## src/rtl/m2m_pkg.sv

```systemverilog
package m2m_pkg;
  typedef enum logic [1:0] {
    ST_IDLE = 2'd0,
    ST_RD   = 2'd1,
    ST_WR   = 2'd2
  } m2m_state_e;
endpackage

```

## src/rtl/m2m_chan.sv

```systemverilog
module m2m_chan #(
  parameter int AW = 16,
  parameter int CW = 16
) (
  input  logic          clk,
  input  logic          rst_n,
  input  logic          cfg_we,
  input  logic [AW-1:0] cfg_addr,
  input  logic [CW-1:0] cfg_cnt,
  input  logic          step,
  input  logic          hold,
  input  logic          dec,
  input  logic          auto_en,
  input  logic          ext_reload,
  output logic [AW-1:0] cur_addr,
  output logic          cnt_zero
);
  localparam logic [AW-1:0] ONE_A = AW'(1);
  localparam logic [CW-1:0] ONE_C = CW'(1);

  logic [AW-1:0] base_addr_q, addr_q, addr_d;
  logic [CW-1:0] base_cnt_q, cnt_q, cnt_d;
  logic          cur_en, reload;

  assign cnt_zero = (cnt_q == '0);
  assign reload   = auto_en && (cnt_zero || ext_reload);
  assign cur_en   = cfg_we || step;
  assign cur_addr = addr_q;

  always_comb begin
    addr_d = addr_q;
    cnt_d  = cnt_q;
    if (cfg_we) begin
      addr_d = cfg_addr;
      cnt_d  = cfg_cnt;
    end else if (step) begin
      if (reload) begin
        addr_d = base_addr_q;
        cnt_d  = base_cnt_q;
      end else begin
        if (!hold) addr_d = dec ? (addr_q - ONE_A) : (addr_q + ONE_A);
        cnt_d = cnt_q - ONE_C;
      end
    end
  end

  always_ff @(posedge clk or negedge rst_n) begin
    if (!rst_n) begin
      base_addr_q <= '0;
      base_cnt_q  <= '0;
    end else if (cfg_we) begin
      base_addr_q <= cfg_addr;
      base_cnt_q  <= cfg_cnt;
    end
  end

  always_ff @(posedge clk or negedge rst_n) begin
    if (!rst_n) begin
      addr_q <= '0;
      cnt_q  <= '0;
    end else if (cur_en) begin
      addr_q <= addr_d;
      cnt_q  <= cnt_d;
    end
  end
endmodule

```

## src/rtl/m2m_seq.sv

```systemverilog
module m2m_seq #(
  parameter int DW = 8
) (
  input  logic                clk,
  input  logic                rst_n,
  input  logic                start,
  input  logic                eop_in,
  input  logic                dst_zero,
  input  logic [DW-1:0]       rdata,
  output m2m_pkg::m2m_state_e state,
  output logic                step,
  output logic                ext_term,
  output logic                tc_flag,
  output logic [DW-1:0]       hold_byte
);
  import m2m_pkg::*;

  m2m_state_e    st_q, st_d;
  logic          eop_seen_q, eop_seen_d;
  logic          tc_q, tc_d;
  logic [DW-1:0] byte_q;
  logic          byte_en;

  assign state     = st_q;
  assign step      = (st_q == ST_WR);
  assign ext_term  = step && (eop_seen_q || eop_in);
  assign tc_flag   = tc_q;
  assign hold_byte = byte_q;
  assign byte_en   = (st_q == ST_RD);

  always_comb begin
    st_d = st_q;
    unique case (st_q)
      ST_IDLE: if (start) st_d = ST_RD;
      ST_RD:   st_d = ST_WR;
      ST_WR:   st_d = (dst_zero || ext_term) ? ST_IDLE : ST_RD;
      default: st_d = ST_IDLE;
    endcase
  end

  always_comb begin
    eop_seen_d = eop_seen_q;
    if (st_q == ST_WR)      eop_seen_d = 1'b0;
    else if (st_q == ST_RD) eop_seen_d = eop_seen_q || eop_in;
  end

  always_comb begin
    tc_d = tc_q;
    if (st_q == ST_IDLE && start)    tc_d = 1'b0;
    else if (st_q == ST_WR && dst_zero) tc_d = 1'b1;
  end

  always_ff @(posedge clk or negedge rst_n) begin
    if (!rst_n) begin
      st_q       <= ST_IDLE;
      eop_seen_q <= 1'b0;
      tc_q       <= 1'b0;
    end else begin
      st_q       <= st_d;
      eop_seen_q <= eop_seen_d;
      tc_q       <= tc_d;
    end
  end

  always_ff @(posedge clk or negedge rst_n) begin
    if (!rst_n)       byte_q <= '0;
    else if (byte_en) byte_q <= rdata;
  end
endmodule

```

## src/rtl/m2m_dma_pair.sv

```systemverilog
module m2m_dma_pair #(
  parameter int AW = 16,
  parameter int CW = 16,
  parameter int DW = 8
) (
  input  logic          clk,
  input  logic          rst_n,
  input  logic          cfg_we,
  input  logic [AW-1:0] cfg_src_addr,
  input  logic [CW-1:0] cfg_src_cnt,
  input  logic [AW-1:0] cfg_dst_addr,
  input  logic [CW-1:0] cfg_dst_cnt,
  input  logic          src_dec,
  input  logic          dst_dec,
  input  logic          src_hold,
  input  logic          src_auto,
  input  logic          dst_auto,
  input  logic          start,
  input  logic          eop_in,
  input  logic [DW-1:0] rdata,
  output logic          mem_rd,
  output logic          mem_wr,
  output logic          aen,
  output logic [AW-1:0] addr,
  output logic [DW-1:0] wdata,
  output logic          eop_out,
  output logic          tc_flag
);
  import m2m_pkg::*;

  m2m_state_e    state;
  logic          step, ext_term, dst_zero, src_zero_unused;
  logic          cfg_ok;
  logic [AW-1:0] src_addr, dst_addr;

  assign cfg_ok = cfg_we && (state == ST_IDLE);

  m2m_chan #(.AW(AW), .CW(CW)) u_src (
    .clk(clk), .rst_n(rst_n), .cfg_we(cfg_ok),
    .cfg_addr(cfg_src_addr), .cfg_cnt(cfg_src_cnt),
    .step(step), .hold(src_hold), .dec(src_dec), .auto_en(src_auto),
    .ext_reload(1'b0), .cur_addr(src_addr), .cnt_zero(src_zero_unused)
  );

  m2m_chan #(.AW(AW), .CW(CW)) u_dst (
    .clk(clk), .rst_n(rst_n), .cfg_we(cfg_ok),
    .cfg_addr(cfg_dst_addr), .cfg_cnt(cfg_dst_cnt),
    .step(step), .hold(1'b0), .dec(dst_dec), .auto_en(dst_auto),
    .ext_reload(ext_term), .cur_addr(dst_addr), .cnt_zero(dst_zero)
  );

  m2m_seq #(.DW(DW)) u_seq (
    .clk(clk), .rst_n(rst_n), .start(start), .eop_in(eop_in),
    .dst_zero(dst_zero), .rdata(rdata), .state(state), .step(step),
    .ext_term(ext_term), .tc_flag(tc_flag), .hold_byte(wdata)
  );

  assign mem_rd  = (state == ST_RD);
  assign mem_wr  = (state == ST_WR);
  assign aen     = (state != ST_IDLE);
  assign addr    = mem_rd ? src_addr : dst_addr;
  assign eop_out = mem_wr && dst_zero;

  logic unused_ok;
  assign unused_ok = src_zero_unused;
endmodule

```

## config.mk

```make
export PLATFORM = sky130hd
export DESIGN_NAME = m2m_dma_pair
export DESIGN_NICKNAME = d
export VERILOG_FILES = /design/src/rtl/m2m_pkg.sv /design/src/rtl/m2m_chan.sv /design/src/rtl/m2m_seq.sv /design/src/rtl/m2m_dma_pair.sv
export SDC_FILE = /design/constraint.sdc
export NUM_CORES = 1
export LEC_CHECK = 0
export BUFFER_PORTS_ARGS = -buffer_cell sky130_fd_sc_hd__buf_4
export CORE_AREA = 2 2 107 161
export CTS_CLUSTER_SIZE = 14
export DETAILED_ROUTE_END_ITERATION = 7
export DIE_AREA = 0 0 109 163
export PLACE_DENSITY_LB_ADDON = 0.25
export SLEW_MARGIN = 10
export SYNTH_ARGS = -nofsm -noshare
export SYNTH_HDL_FRONTEND = slang
export SYNTH_HIERARCHICAL = 1
export SYNTH_SLANG_ARGS = --single-unit
```

## constraint.sdc

```tcl
create_clock -name clk -period 2.7 [get_ports clk]
set_clock_uncertainty 0.15 [all_clocks]
set_input_delay 0.54 -clock clk [delete_from_list [all_inputs] [get_ports clk]]
set_output_delay 0.54 -clock clk [all_outputs]
set_load 0.01 [all_outputs]
```

Word level (Yosys, flattened, before mapping):

Index checks and enable logic that the tools add are counted.

* equality and inequality tests: 4
* reductions and logical operators: 18
* multiplexer cells: 23
* add/subtract/negate cells: 6

Operators by type and width (number)
* $mux W16: 16
* $sub A16 B1 Y16 const B: 4
* $add A16 B1 Y16 const B: 2
* $logic_not A16 Y1: 2
* $reduce_bool A2 Y1: 4
* $logic_and A1 B1 Y1: 6
* $pmux W2 S3: 1
* $mux W1: 5
* $logic_or A1 B1 Y1: 3
* $ne A3 B1 Y1 const B: 1
* $reduce_and A3 Y1: 1
* $eq A2 B1 Y1 const B: 1
* $eq A2 B2 Y1 const B: 1
* $logic_not A2 Y1: 1
* $mux W2: 1
* $ne A2 B2 Y1 const B: 1
* $reduce_and A2 Y1: 1

* input port bits: 82
* word-level logic and storage cells: 63
* register bits: 140
* output and inout bits: 29

Logic depth before layout (Yosys ltp):

* depth in word-level cells: 7
* gate-level depth with buffers: 11
* mapped depth without buffers: 8

Modules after synthesis:

The synthesis kept the hierarchy.

By module, submodules not included
* m2m_chan (u_dst): cells each 443, area each 4028.9 um^2, sequential area each 1601.5 um^2, instances 1
* m2m_chan (u_src): cells each 453, area each 4017.6 um^2, sequential area each 1601.5 um^2, instances 1
* m2m_seq: cells each 41, area each 546.8 um^2, sequential area each 300.3 um^2, instances 1
* m2m_dma_pair: cells each 25, area each 291.5 um^2, sequential area each 0.0 um^2, instances 1

Least setup slack after synthesis:

OpenSTA, ideal clock, no wires.

* path kind: in2reg
* from: input port src_dec
* to: register u_src.addr_q[8], in the netlist u_src/cur_addr[8]
* stages on the path: 7
* library setup time: 82 ps
* arrival time: 2219 ps
* required time: 2468 ps
* path buffers: 0
* slack: 249 ps
* cells stage by stage: fa_1 > a21oi_1 > o211ai_1 > a211oi_1 > nor3_1 > or3_1 > a31oi_1

* cells in the longest elaborated chain, start to end: 5

Ends and longest elaborated chain
* start, declared: line m2m_dma_pair.sv:13 `input logic src_dec,`
* $mux W16 (2 in series): line m2m_chan.sv:41 `if (!hold) addr_d = dec ? (addr_q - ONE_A) : (addr_q + ONE_A);`
* $mux W16: line m2m_chan.sv:37 `if (reload) begin`
* $mux W16: line m2m_chan.sv:36 `end else if (step) begin`
* $mux W16: line m2m_chan.sv:33 `if (cfg_we) begin`
* end signal, assigned: line m2m_chan.sv:62 `addr_q <= addr_d;`
* end, declared: line m2m_chan.sv:21 `logic [AW-1:0] base_addr_q, addr_q, addr_d;`

Every way passes these cells. The select of a mux whose other input is x is not followed.
A chain may end at the register's enable or synchronous reset.

Worst setup path in the final report:

* from: register u_src.cnt_q[1]
* to: register u_src.addr_q[2], in the netlist u_src/cur_addr[2]

* cells in the longest elaborated chain, start to end: 5
* elaborated cells between the ends (all ways): 7
* those cells by class: eq/ne: 1; mux: 3; reduce/logical: 3

Ends and longest elaborated chain
* start, declared: line m2m_chan.sv:22 `logic [CW-1:0] base_cnt_q, cnt_q, cnt_d;`
* start signal, assigned: line m2m_chan.sv:63 `cnt_q <= cnt_d;`
* $logic_not A16 Y1 *: line m2m_chan.sv:25 `assign cnt_zero = (cnt_q == '0);`
* $logic_and A1 B1 Y1 *: line m2m_chan.sv:26 `assign reload = auto_en && (cnt_zero || ext_reload);`
* $mux W16: line m2m_chan.sv:37
* $mux W16: line m2m_chan.sv:36
* $mux W16: line m2m_chan.sv:33

Mark *: on every way between the ends. The rest lies on a longest branch, timed or not. The select of a mux whose other input is x is not followed.

==> key figures <==
Run status
  • Outcome: completed

Floorplanning
  • Die Footprint: 17800 um2
  • Area of the core: roughly 16000 um2
  • Die Span Y: around 160 um
  • Die Span X: 109 um
  • # rows: 58
  • I/O Pins: 111
  • Initial cell density of the core: 0.539

Synth
  • Synthesized area divided by synthesized cell count: 9.24 um2
  • Synthesized instance count: 961
  • Number of warning messages in the yosys log: 6
  • Synthesized cell area: 8880 um2

STA
  • Top achievable clock speed: 375 MHz
  • Worst-Margin Slew: 0.678 ns
  • Worst slew margin: 0.548
  • Final hold viol count: 0
  • Final count of negative-setup-slack endpoints: 0
  • Total count of max-transition violations in the final report: 0
  • Clock period minus final worst setup slack: 2.67 ns
  • Ratio of final minimum period to clock period: 0.989

CTS
  • Worst-skew pair later-pin latency: 0.43 ns
  • Root buffer cell: clkbuf_16
  • Clock-pin slew on the worst setup and hold paths: ~0.06 ns
  • CTS buffer count: 17
  • Deepest level of the CTS H-tree: 4
  • Clock sink count: 140
  • CTS tree: done
  • Maximum clock insertion buffer count: 2

Final layout
  • Syn-to-layout area delta: 25.4%
  • Final core occ: 0.676
  • NumNets Final: 1253
  • Ratio of cells with drive above 1 in the final layout: 0.272
  • Fillcell total: 1335
  • Inserted Diodes: 0

Detailed routing
  • Via count: 7943
  • Number of DRC markers after the initial detailed-route iteration: 504
  • Residual DRC: 0
  • Final wirelength: 24.3 mm
  • Post-DRT Antenna Nets: 0
  • Detailed Routing Iterations Pass 1: 5
  • Avg WL per Cell: between 15 and 20 um
  • Average via count per standard cell: slightly below 6

Critical path
  • Critical-path maximum fanout: 7
  • Worst r2r path cells: 10
  • Crit end category: flop
  • Crit Path Category: flop to flop
  • End of the worst register-to-register path: u_src/cur_addr[2]
  • Worst Path Arrival: 2.84 ns
  • Reg2Reg Setup Slack: ~0.030 ns
  • Crit path from: u_src/cnt_q[1]
  • Startpoint of the most critical register-to-register path: u_src/cnt_q[1]
  • Required time worst endpoint: 2.87 ns
  • Critical Path Source Type: flop

Placement
  • Sum of net half-perimeters after detailed placement: 17.5 mm
  • Number of buffers inserted by port buffering: 110
  • Routability congestion estimate from global placement: 0.915

Min path
  • Hold Path Cell Cnt: 2
  • Hold/Removal Path Class: input port to flop
  • Startpoint of the most critical hold path: start
  • Hold-critical path endpoint: u_seq/state[1]

Power and ir drop
  • Static leakage power: 0.00502 uW
  • Power per cell area: 1160 nW/um2
  • Overall power consumption: 13000 uW
  • Highest ir drop seen on vdd: approximately 650 uV

GRT
  • Via count of the first global-routing pass: 8000
  • Total track usage: 0.278
  • Pin count of the biggest net entering global routing: 52
  • Total overflow reported by the global router: 0
  • Global-route wire length before repair: between 30 and 40 mm
  • Initial antenna violation count: 0

Flow run
  • Number of max-cap violations: 0
[flip-flops by register name, summed over array words and instances, names as in the netlist]
register,flops
u_dst/base_addr_q,16
u_dst/base_cnt_q,16
u_dst/cnt_q,16
u_dst/cur_addr,16
u_seq/eop_seen_q,1
u_seq/hold_byte,8
u_seq/state,2
u_seq/tc_flag,1
u_src/base_addr_q,16
u_src/base_cnt_q,16
u_src/cnt_q,16
u_src/cur_addr,16
[final cells by class]
type | instances | area, um2 | share of cell area
inverters | 62 | 233 | 0.0209
flip-flops and latches | 140 | 3500 | 0.315
well taps | 210 | 263 | 0.0236
clock inverters | 13 | 150 | 0.0135
clock buffers | 19 | 433 | 0.0389
multi-input cells | 720 | 4940 | 0.444
repair buffers | 191 | 1610 | 0.145
[stage by stage]
stage / cells / setup slack [ns] / hold slack (ns) / TNS (ns) / cell area, um2
global route: 1355 / -0.0963 / 0.165 / -0.199 / 11100
finish: 1355 / 0.0298 / 0.164 / 0 / 11100
CTS: 1345 / 0.0153 / 0.152 / 0 / 10900
floorplan: 970 / 0.249 / 0.0944 / 0 / 8910
detailed placement: 1309 / -0.00706 / 0.326 / -0.0188 / 10300
global placement: 1309 / 0.0146 / 0.313 / 0 / 10300
[worst max-delay path by stage]
stage                               endpoint  slack [ns]  cells after the start
after CTS                            eop_out        0.02                      7
after global routing       u_src/cur_addr[2]        -0.1                     10
after floorplan            u_src/cur_addr[8]        0.25                      7
final                      u_src/cur_addr[2]        0.03                     10
after detailed placement  u_dst/cur_addr[14]      -0.007                      9
after global placement    u_dst/cur_addr[14]        0.01                      9
[layer usage]
metal | up-vias | routed length [um] | GRT usage
li1 | 3834 | - | -
met1 | 3829 | 9090 | 0.303
met2 | 219 | 13600 | 0.522
met3 | 61 | 832 | 0.0396
met4 | 0 | 810 | 0.124
met5 | - | 0 | 0
[repair_timing]
action	4_1_cts	5_1_grt
hold buffers	1	0
cloned	0	4
pin swaps	1	16
setup buffers	3	6
resized for setup	2	23
hold endpoints to repair	48	0
endpoints found under the setup margin	8	15
[critical path: stages, from the launching register on]
cell and delay, ns:
dfrtp_1 0.38, inv_2 0.09, ha_4 0.14, or4b_4 0.47, nor4_4 0.32, buf_4 0.18
o21a_4 0.22, buf_12 0.14, nor3_1 0.06, o21a_1 0.18, o31ai_1 0.23
[power breakdown]
group | internal (uW) | leakage (uW) | switching, uW | total, uW
sequential | 3130 | 0.00168 | 855 | 3990
clock | 1440 | 0.000290 | 908 | 2350
combinational | 3200 | 0.00305 | 3440 | 6630
[cell usage in the layout, fill, tap and decap left out, drive strengths merged, types with 6 or more instances in the layout]
master and instances:
dfrtp 140, a31oi 7, nor4 11, o22ai 8
mux2 49, clkbuf 22, nand2 91, clkinv 11
a2bb2oi 6, conb 10, a22oi 17, nor2b 7
o221ai 7, o21ai 110, o211ai 15, a211oi 12
ha 37, a21oi 48, xor2 12, nor3 28
o31ai 15, nand3 24, o21a 15, a21o 12
buf 187, inv 60, mux2i 11, xnor2 15
nor2 72, and3 6
Power figures use the tool's default switching activity.
